===== config.mk =====
export PLATFORM = sky130hd
export DESIGN_NAME = inval_queue_fence
export DESIGN_NICKNAME = d
export VERILOG_FILES = /design/src/rtl/fenceq_pkg.sv /design/src/rtl/invq_fifo.sv /design/src/rtl/line_valid_array.sv /design/src/rtl/fence_fsm.sv /design/src/rtl/inval_queue_fence.sv
export SDC_FILE = /design/constraint.sdc
export NUM_CORES = 1
export LEC_CHECK = 0
export BUFFER_PORTS_ARGS = -buffer_cell sky130_fd_sc_hd__buf_4
export CORE_MARGIN = 2
export CORE_UTILIZATION = 40
export DETAILED_ROUTE_END_ITERATION = 10
export SYNTH_ARGS = -nofsm -noshare
export SYNTH_HDL_FRONTEND = slang
export SYNTH_SLANG_ARGS = --single-unit

===== constraint.sdc =====
create_clock -name clk -period 3.95 [get_ports clk]
set_input_delay 0.395 -clock clk [delete_from_list [all_inputs] [get_ports clk]]
set_output_delay 0.395 -clock clk [all_outputs]
set_load 0.03 [all_outputs]

===== src/rtl/fenceq_pkg.sv =====
package fenceq_pkg;
    typedef enum logic [1:0] {
        FN_IDLE = 2'd0,
        FN_LOAD = 2'd1,
        FN_FULL = 2'd2
    } fence_state_e;
endpackage


===== src/rtl/invq_fifo.sv =====
module invq_fifo #(
    parameter int IDX_W = 4,
    parameter int DEPTH = 4
) (
    input  logic             clk,
    input  logic             rst_n,
    input  logic             push,
    input  logic [IDX_W-1:0] push_idx,
    input  logic             pop,
    output logic [IDX_W-1:0] head_idx,
    output logic             full,
    output logic             empty
);
    localparam int PTR_W = (DEPTH > 1) ? $clog2(DEPTH) : 1;
    localparam int CNT_W = $clog2(DEPTH + 1);

    logic [IDX_W-1:0] mem [DEPTH];
    logic [PTR_W-1:0] wr_ptr, rd_ptr;
    logic [CNT_W-1:0] count;

    function automatic logic [PTR_W-1:0] bump(input logic [PTR_W-1:0] p);
        return (p == PTR_W'(DEPTH - 1)) ? '0 : p + 1'b1;
    endfunction

    always_ff @(posedge clk) begin
        if (push) begin
            mem[wr_ptr] <= push_idx;
        end
    end

    always_ff @(posedge clk) begin
        if (!rst_n) begin
            wr_ptr <= '0;
            rd_ptr <= '0;
            count  <= '0;
        end else begin
            if (push) wr_ptr <= bump(wr_ptr);
            if (pop)  rd_ptr <= bump(rd_ptr);
            unique case ({push, pop})
                2'b10:   count <= count + 1'b1;
                2'b01:   count <= count - 1'b1;
                default: count <= count;
            endcase
        end
    end

    assign head_idx = mem[rd_ptr];
    assign full     = (count == CNT_W'(DEPTH));
    assign empty    = (count == '0);

    // the queue can only become full through an accepted request
    p_full_by_push_r6: assert property (@(posedge clk) disable iff (!rst_n)
        $rose(full) |-> $past(push));

    // a drain never takes from an empty queue
    p_no_underflow_r5: assert property (@(posedge clk) disable iff (!rst_n)
        pop |-> !empty);
endmodule


===== src/rtl/line_valid_array.sv =====
module line_valid_array #(
    parameter int LINES = 16,
    parameter int IDX_W = $clog2(LINES)
) (
    input  logic             clk,
    input  logic             rst_n,
    input  logic             set_en,
    input  logic [IDX_W-1:0] set_idx,
    input  logic             clr_en,
    input  logic [IDX_W-1:0] clr_idx,
    input  logic [IDX_W-1:0] rd_idx,
    output logic             rd_hit
);
    logic [LINES-1:0] valid;

    for (genvar g = 0; g < LINES; g++) begin : g_line
        localparam logic [IDX_W-1:0] MY_IDX = IDX_W'(g);
        always_ff @(posedge clk) begin
            if (!rst_n) begin
                valid[g] <= 1'b0;
            end else if (clr_en && clr_idx == MY_IDX) begin
                valid[g] <= 1'b0;   // invalidation beats a same-edge fill
            end else if (set_en && set_idx == MY_IDX) begin
                valid[g] <= 1'b1;
            end
        end
    end

    assign rd_hit = valid[rd_idx];

    // same-line collision of drain and fill leaves the line invalid
    p_inv_wins_r7: assert property (@(posedge clk) disable iff (!rst_n)
        (clr_en && set_en && clr_idx == set_idx) |=> !valid[$past(clr_idx)]);
endmodule


===== src/rtl/fence_fsm.sv =====
module fence_fsm
    import fenceq_pkg::*;
(
    input  logic clk,
    input  logic rst_n,
    input  logic ld_req,
    input  logic full_req,
    input  logic q_empty,
    input  logic sb_empty,
    output logic stall
);
    fence_state_e state, state_nx;

    always_ff @(posedge clk) begin
        if (!rst_n) state <= FN_IDLE;
        else        state <= state_nx;
    end

    always_comb begin
        state_nx = state;
        unique case (state)
            FN_IDLE: begin
                if (full_req)    state_nx = FN_FULL;
                else if (ld_req) state_nx = FN_LOAD;
            end
            FN_LOAD: begin
                if (full_req)                 state_nx = FN_FULL;
                else if (q_empty && !ld_req)  state_nx = FN_IDLE;
            end
            FN_FULL: begin
                if (q_empty && sb_empty && !ld_req && !full_req)
                    state_nx = FN_IDLE;
            end
            default: state_nx = FN_IDLE;
        endcase
    end

    always_comb begin
        stall = (state != FN_IDLE);
    end

    // any fence request stalls in the following cycle
    p_fence_stalls_r8: assert property (@(posedge clk) disable iff (!rst_n)
        (ld_req || full_req) |=> stall);

    // the stall only ends once the queue was seen empty
    p_release_empty_r8: assert property (@(posedge clk) disable iff (!rst_n)
        $fell(stall) |-> $past(q_empty));

    // leaving a full-fence wait needs the store buffer empty
    p_full_needs_sb_r9: assert property (@(posedge clk) disable iff (!rst_n)
        ($past(state) == FN_FULL && state == FN_IDLE) |-> $past(sb_empty));
endmodule


===== src/rtl/inval_queue_fence.sv =====
module inval_queue_fence #(
    parameter int LINES = 16,
    parameter int DEPTH = 4,
    localparam int IDX_W = $clog2(LINES)
) (
    input  logic             clk,
    input  logic             rst_n,
    input  logic             inv_valid,
    input  logic [IDX_W-1:0] inv_line,
    output logic             inv_ready,
    output logic             inv_ack,
    input  logic             fill_valid,
    input  logic [IDX_W-1:0] fill_line,
    input  logic             lookup_valid,
    input  logic [IDX_W-1:0] lookup_line,
    output logic             lookup_hit,
    input  logic             load_fence,
    input  logic             full_fence,
    input  logic             sb_empty,
    output logic             q_empty,
    output logic             fence_stall
);
    logic             q_full, q_is_empty, push, pop, rd_hit;
    logic [IDX_W-1:0] head_idx;

    // acknowledge is given as soon as the entry is taken; no wait on the array
    assign push      = inv_valid && !q_full;
    assign inv_ready = !q_full;
    assign inv_ack   = push;
    // loads own the array port; draining uses only idle cycles
    assign pop       = !q_is_empty && !lookup_valid;

    invq_fifo #(.IDX_W(IDX_W), .DEPTH(DEPTH)) u_fifo (
        .clk      (clk),
        .rst_n    (rst_n),
        .push     (push),
        .push_idx (inv_line),
        .pop      (pop),
        .head_idx (head_idx),
        .full     (q_full),
        .empty    (q_is_empty)
    );

    line_valid_array #(.LINES(LINES), .IDX_W(IDX_W)) u_valid (
        .clk     (clk),
        .rst_n   (rst_n),
        .set_en  (fill_valid),
        .set_idx (fill_line),
        .clr_en  (pop),
        .clr_idx (head_idx),
        .rd_idx  (lookup_line),
        .rd_hit  (rd_hit)
    );

    fence_fsm u_fence (
        .clk      (clk),
        .rst_n    (rst_n),
        .ld_req   (load_fence),
        .full_req (full_fence),
        .q_empty  (q_is_empty),
        .sb_empty (sb_empty),
        .stall    (fence_stall)
    );

    assign lookup_hit = lookup_valid && rd_hit;
    assign q_empty    = q_is_empty;

    // an acknowledged request is pending in the next cycle
    p_ack_records_r3: assert property (@(posedge clk) disable iff (!rst_n)
        inv_ack |=> !q_empty);

    // a load in progress freezes the backlog
    p_load_blocks_drain_r5: assert property (@(posedge clk) disable iff (!rst_n)
        (lookup_valid && !q_empty) |=> !q_empty);

    // input assumption, the core issues no load while stalled
    p_no_load_in_stall_r8: assert property (@(posedge clk) disable iff (!rst_n)
        fence_stall |-> !lookup_valid);
endmodule


---- Yosys cells after proc, flatten, opt, wreduce, memory -nomap -nowiden ----
Memories as Yosys holds them, arrays and structs flattened. A register that Yosys moved wholly into a read port is not among the register bits.
Cells that the tools add are included.
word-level totals
  bits in registers ....................... 25
  bits in writable memories ............... 16
  bits of input ports ..................... 20
  output and inout bits ................... 5
  memories ................................ 1
cells by class
  $add $sub $neg .......................... 4
  $lt $le $gt $ge ......................... 1
  eq/ne operators ......................... 40
  muxes and demuxes ....................... 15
  bitwise operators ....................... 1
  reductions and logical operators ........ 67
memories
  name        words  bits a word  rd ports  clocked after memory_dff  wr ports  RTL line         source
  u_fifo.mem  4      4            1         1                         1         invq_fifo.sv:17  logic [IDX_W-1:0] mem [DEPTH];
operators with widths
  cell                   number
  $eq A4 B4 Y1 const B   16
  $logic_and A1 B1 Y1    39
  $eq A4 B3 Y1 const B   8
  $reduce_or A2 Y1       16
  $mux W2                9
  $eq A4 B2 Y1 const B   4
  $eq A2 B2 Y1 const B   4
  $eq A4 B1 Y1 const B   2
  $logic_not A4 Y1       2
  $pmux W2 S3            1
  $pmux W3 S2            1
  $logic_not A1 Y1       5
  $lt A4 B5 Y1 const B   1
  $add A2 B1 Y2 const B  2
  $bmux W1 S4            1
  $eq A2 B1 Y1 const B   2
  $reduce_bool A2 Y1     2
  $add A3 B1 Y3 const B  1
  $eq A3 B3 Y1 const B   1
  $logic_not A3 Y1       1
  $mux W1                3
  $ne A3 B2 Y1 const B   1
  $ne A3 B3 Y1 const B   1
  $reduce_and A3 Y1      1
  other kinds (4)        4

---- Longest topological paths before layout ----
  depth after elaboration ................. 6
  gate-level depth with buffers ........... 9

---- Cells and area by module ----
Synthesis repeated with hierarchy kept, for this count alone.
unflattened totals
  cell total of the unflattened synthesis .. 167
  area, all modules ....................... 1943.1 µm²
modules (own cells, without submodules)
  module             times used  cells an instance  area an instance (µm²)
  invq_fifo          1           67                 1042.2
  line_valid_array   1           87                 783.3
  fence_fsm          1           9                  97.6
  inval_queue_fence  1           4                  20.0

---- Least setup slack after synthesis ----
Ideal clock, no wire load.
  path type ............................... reg2reg
  from .................................... register u_fifo.count[0]
  to ...................................... register u_fifo.count[2]
  library setup time ...................... 0.072 ns
  arrival ................................. 2.377 ns
  required time ........................... 3.878 ns
  slack ................................... 1.501 ns
  cell stages (with the launch flop) ...... 10
  path buffers ............................ 1
  period minus slack after synthesis ...... 2.449 ns
  cell sequence ........................... dfxtp_1 > or3b_2 > clkbuf_1 > nand2_1 > ha_1 > inv_1 > fa_1 > xor2_1 > or3_1 > a21oi_1
between the ends
  word-level cells in the longest chain between the ends .. 5
  elaborated cells between the ends (all ways) .. 12
  classes of those cells .................. 2 x add/sub; 3 x eq/ne; 1 x mux; 6 x reduce/logical
ends and longest elaborated chain
  element                                                   RTL line                 source
  from (decl)                                               invq_fifo.sv:19          logic [CNT_W-1:0] count;
  from (signal assigned)                                    invq_fifo.sv:40          2'b10: count <= count + 1'b1;
  from (signal assigned)                                    invq_fifo.sv:41          2'b01: count <= count - 1'b1;
  from (signal assigned)                                    invq_fifo.sv:42          default: count <= count;
  $eq A3 B3 Y1 *                                            invq_fifo.sv:48          assign full = (count == CNT_W'(DEPTH));
  $logic_not A1 Y1 *                                        --
  named net inv_ready                                       inval_queue_fence.sv:10  output logic inv_ready,
  $logic_and A1 B1 Y1 *                                     inval_queue_fence.sv:27  assign push = inv_valid && !q_full;
  $eq A2 B1 Y1 / $eq A2 B2 Y1 (equally long branches)       invq_fifo.sv:39          unique case ({push, pop})
  $pmux W3 S2 / $reduce_bool A2 Y1 (equally long branches)  --
The timed path passes the listed nets; every way through them passes the cells marked *.
A chain may end at the register's enable or synchronous reset.

---- Final worst setup path ----
  from .................................... register u_fifo.count[2]
  to ...................................... register u_fifo.count[2]
between the ends
  word-level cells in the longest chain between the ends .. 5
  elaborated cells between the ends (all ways) .. 12
  classes of those cells .................. 2 x add/sub; 3 x eq/ne; 1 x mux; 6 x reduce/logical
ends and longest elaborated chain
  element                                                   RTL line
  $eq A3 B3 Y1 / $logic_not A3 Y1 (equally long branches)   invq_fifo.sv:48, invq_fifo.sv:49
  $logic_not A1 Y1 (on tied branches)                       inval_queue_fence.sv:27, inval_queue_fence.sv:31
  $logic_and A1 B1 Y1 (on tied branches)                    inval_queue_fence.sv:27, inval_queue_fence.sv:31
  $eq A2 B1 Y1 / $eq A2 B2 Y1 (equally long branches)       invq_fifo.sv:39
  $pmux W3 S2 / $reduce_bool A2 Y1 (equally long branches)  --
Parallel ways exist; a longest one is shown, timed or not.

==> impl_results.md <==
- Antenna violations before repair: 0
- RSZ-0062 raised after global routing: false
- Post-CTS Hold Fix Bufs: 0
- Distinct cells, synth: 35
- Final nets: 210
- Iteration-0 DRC count of the detailed router: 109
- Mapped Cells: ~160
- Core area: approximately 0.0047 sq mm
- Worst Hold Depth: 2
- Post-CTS sizing: 0
- Worst reg2reg path depth: 8
- Initial core utilization: 41.7%
- Area taken by multi-input logic gates: roughly 900 sq um
- Final Hold Fails: 0
- DP HPWL: 3.04 mm
- Slew margin rel.: 65.8%
- Clock tree buffer depth: 2
- Routed WL per cell: 15.7 microns
- Reg2Reg Setup Slack: 1.52 ns
- Post-Route WL: a little under 4 mm
- Antenna Cells: 0
- First-pass GRT wire length: about 6.5 mm
- Postcts setup bufs: 0
- Mapped Area: 0.00197 sq mm
- Slew Limit Fails: 0
- TritonCTS Buffers: 5
- Synth-to-layout area growth: 17.0%
- CTS tree: built
- Crit. End Element: flop
- Worst Setup Start Kind: flop
- Row count: 25
- M1 GR Usage: 18.8%
- I/O pin cnt: 25
- Largest net degree at the start of global routing: 18
- Die Wd: 74.2 microns
- Final Power: 1130 uW
- Critical R2R Capture: u_fifo.count[2]
- Syn Nets: about 190
- Flops & latches, synth: 43
- CTS root buffer: clkbuf_8
- Outcome: finished clean
- Fin crit period: 2.43 ns
- Clk Latency, worst-skew pair: ~0.3 ns
- Worst EP required: between 4 and 5 ns
- Die area: 0.00551 sq mm
- Min-delay src: full_fence
- Power density cells: 491 mW/mm^2
- 1st-pass router iterations: 4
- Grt total ovfl: 0
- DRC: 0
- Synth Area per Inst: ~12 sq um
- Total global-route track usage: 15.9%
- Setup total negative slack: 0 ns
- Register area share after synthesis: 51.8%
- EDFF count, synth: 16
- Asr flop ratio synth: 0%
- Fill count: 420
- Setup CP Type: flop to flop
- Slew of the pin with the lowest slew margin: 0.511 ns
- Static leakage: 0.000858 uW
- Vias: 1385
- Clock Pin Slew Worst Setup and Hold Paths: 0.08 ns
- CTS Sinks: 43
- Worst Hold Class: primary input to flop
- Maximum VDD drop: roughly 240 uV
- Setup Skew: approximately 0.0060 ns
- Max frequency: 412 MHz
- Worst Hold Endpoint: u_fence.state[0]
- Met3 Use GR: 4.34%
- Critical path peak fanout: 10
- Max_cap viols: 0
- RR Startpoint: u_fifo.count[2]
- Final setup viols: 0
- FF+latch area: 0.00102 sq mm
- Crit share post-route: 61.4%
- Crit-path slowest cell: or3b_2
- Htree depth: 2
- Vias/cell: 5.52
- Layout cells sized above 1: a little over a quarter
- PortBufs: 24
- Worst Path Arrival: ~2.7 ns
- Post-route ant nets: 0
- CP Cell Sequence: or3b_2, nand2_1, ha_1, inv_1, fa_1, xor2_1, or3_1, a21oi_1
- Synth warn: 0
- Slowest stage delay, CP: 0.56 ns
- Vias in the first global route: ~1400
- Die height: 74.2 microns
- Most used DFF post-synth: dfxtp_1
- RePlAce Congestion: 0.776
- GR peak layer: met2
- M2 GR Usage: 26.6%
## cell usage after synthesis, types with 3 or more instances
cell type | number | area (sq um)
a21oi_1 | 7 | 35.0
and3_1 | 4 | 25.0
clkbuf_1 | 6 | 22.5
dfxtp_1 | 27 | 541
edfxtp_1 | 16 | 480
ha_1 | 6 | 75.1
inv_1 | 8 | 30.0
mux4_2 | 7 | 158
nand2_1 | 3 | 11.3
nand2b_1 | 5 | 31.3
nand3_1 | 3 | 15.0
nand3b_1 | 3 | 22.5
nor2_1 | 14 | 52.6
nor3_1 | 3 | 15.0
o21ai_0 | 4 | 20.0
o221a_1 | 12 | 135
o221a_2 | 4 | 45.0
## logic make-up after synthesis
group | Yosys count | synth area share (%)
AND/OR/NAND/NOR | 52 | 15.9
flip-flops | 43 | 51.8
AO/OA/AOI/OAI | 30 | 13.1
buffers and inverters | 15 | 2.86
multiplexers | 9 | 10.7
adder cells (fa/ha/maj) | 7 | 4.82
XOR/XNOR | 2 | 0.888
## through the flow
step / util [%] / cell area (sq um) / hold WS, ns / instances / setup slack (ns)
finish: 48.8 / 2310 / 0.266 / 251 / 1.52
global route: 48.8 / 2310 / 0.258 / 251 / 1.39
CTS: 48.8 / 2310 / 0.260 / 251 / 1.54
detailed placement: 46.9 / 2210 / 0.466 / 243 / 1.55
global placement: 46.9 / 2210 / 0.438 / 243 / 1.71
floorplan: - / 1970 / 0.429 / 158 / 1.50
## worst max-delay path, delay by kind of cell, from the launching register on
family | cells | cell delay [ns]
flip-flops | 1 | 0.36
XOR/XNOR | 1 | 0.17
buffers and inverters | 1 | 0.07
adder cells (fa/ha/maj) | 2 | 0.59
AND/OR/NAND/NOR | 3 | 1.01
AO/OA/AOI/OAI | 1 | 0.14
## sequential cells by signal, summed over array words and instances, names as in the netlist, named ones only
register and cells:
u_fifo.mem 16, u_valid.valid 16, u_fifo.count 3, u_fence.state 2, u_fifo.rd_ptr 2, u_fifo.wr_ptr 2
## power by group
group          switching (uW)  leakage (uW)  total (uW)  internal [uW]
Sequential               30.7      0.000367         534            504
Combinational             188      0.000447         317            128
Clock                     156     0.0000443         282            126
Total                     375      0.000858        1130            758
## worst max path at each step
stage	from	slack, ns	to	depth (start not counted)
after floorplan	u_fifo.count[0]	1.50	u_fifo.count[2]	9
after global placement	u_fifo.count[0]	1.71	u_fifo.count[2]	8
after detailed placement	u_fifo.count[0]	1.55	u_fifo.count[2]	8
after CTS	u_fifo.count[0]	1.54	u_fifo.count[2]	8
after global routing	u_fifo.count[2]	1.39	u_fifo.count[2]	8
final	u_fifo.count[2]	1.52	u_fifo.count[2]	8
## metal layers
layer | share of wire [%] | wire length, microns
met2 | 51 | 2010
met4 | 2.0 | 80
met1 | 42 | 1670
met3 | 4.7 | 185
met5 | 0 | 0
## cell usage in the layout, fill, tap and decap left out, types with 3 or more instances in the layout
cell type,synthesis,layout
nor2_1,14,14
nand2_1,3,3
nand3_1,3,3
inv_1,8,8
dfxtp_1,27,27
o221a_1,12,12
buf_4,0,24
nand3b_1,3,3
a21oi_1,7,7
clkbuf_8,0,5
and3_1,4,4
o221a_2,4,4
o21ai_0,4,4
edfxtp_1,16,16
mux4_2,7,7
nor3_1,3,3
ha_1,6,6
nand2b_1,5,5
## layout make-up
type / instances / share of cell area (%)
Clock inverter: 3 / 1.08
Sequential cell: 43 / 44.3
Inverter: 9 / 1.46
Tap cell: 67 / 3.63
Timing Repair Buffer: 24 / 7.81
Clock buffer: 5 / 2.98
Multi-Input combinational cell: 100 / 38.8
No activity file was read; power rests on OpenSTA's default activity.
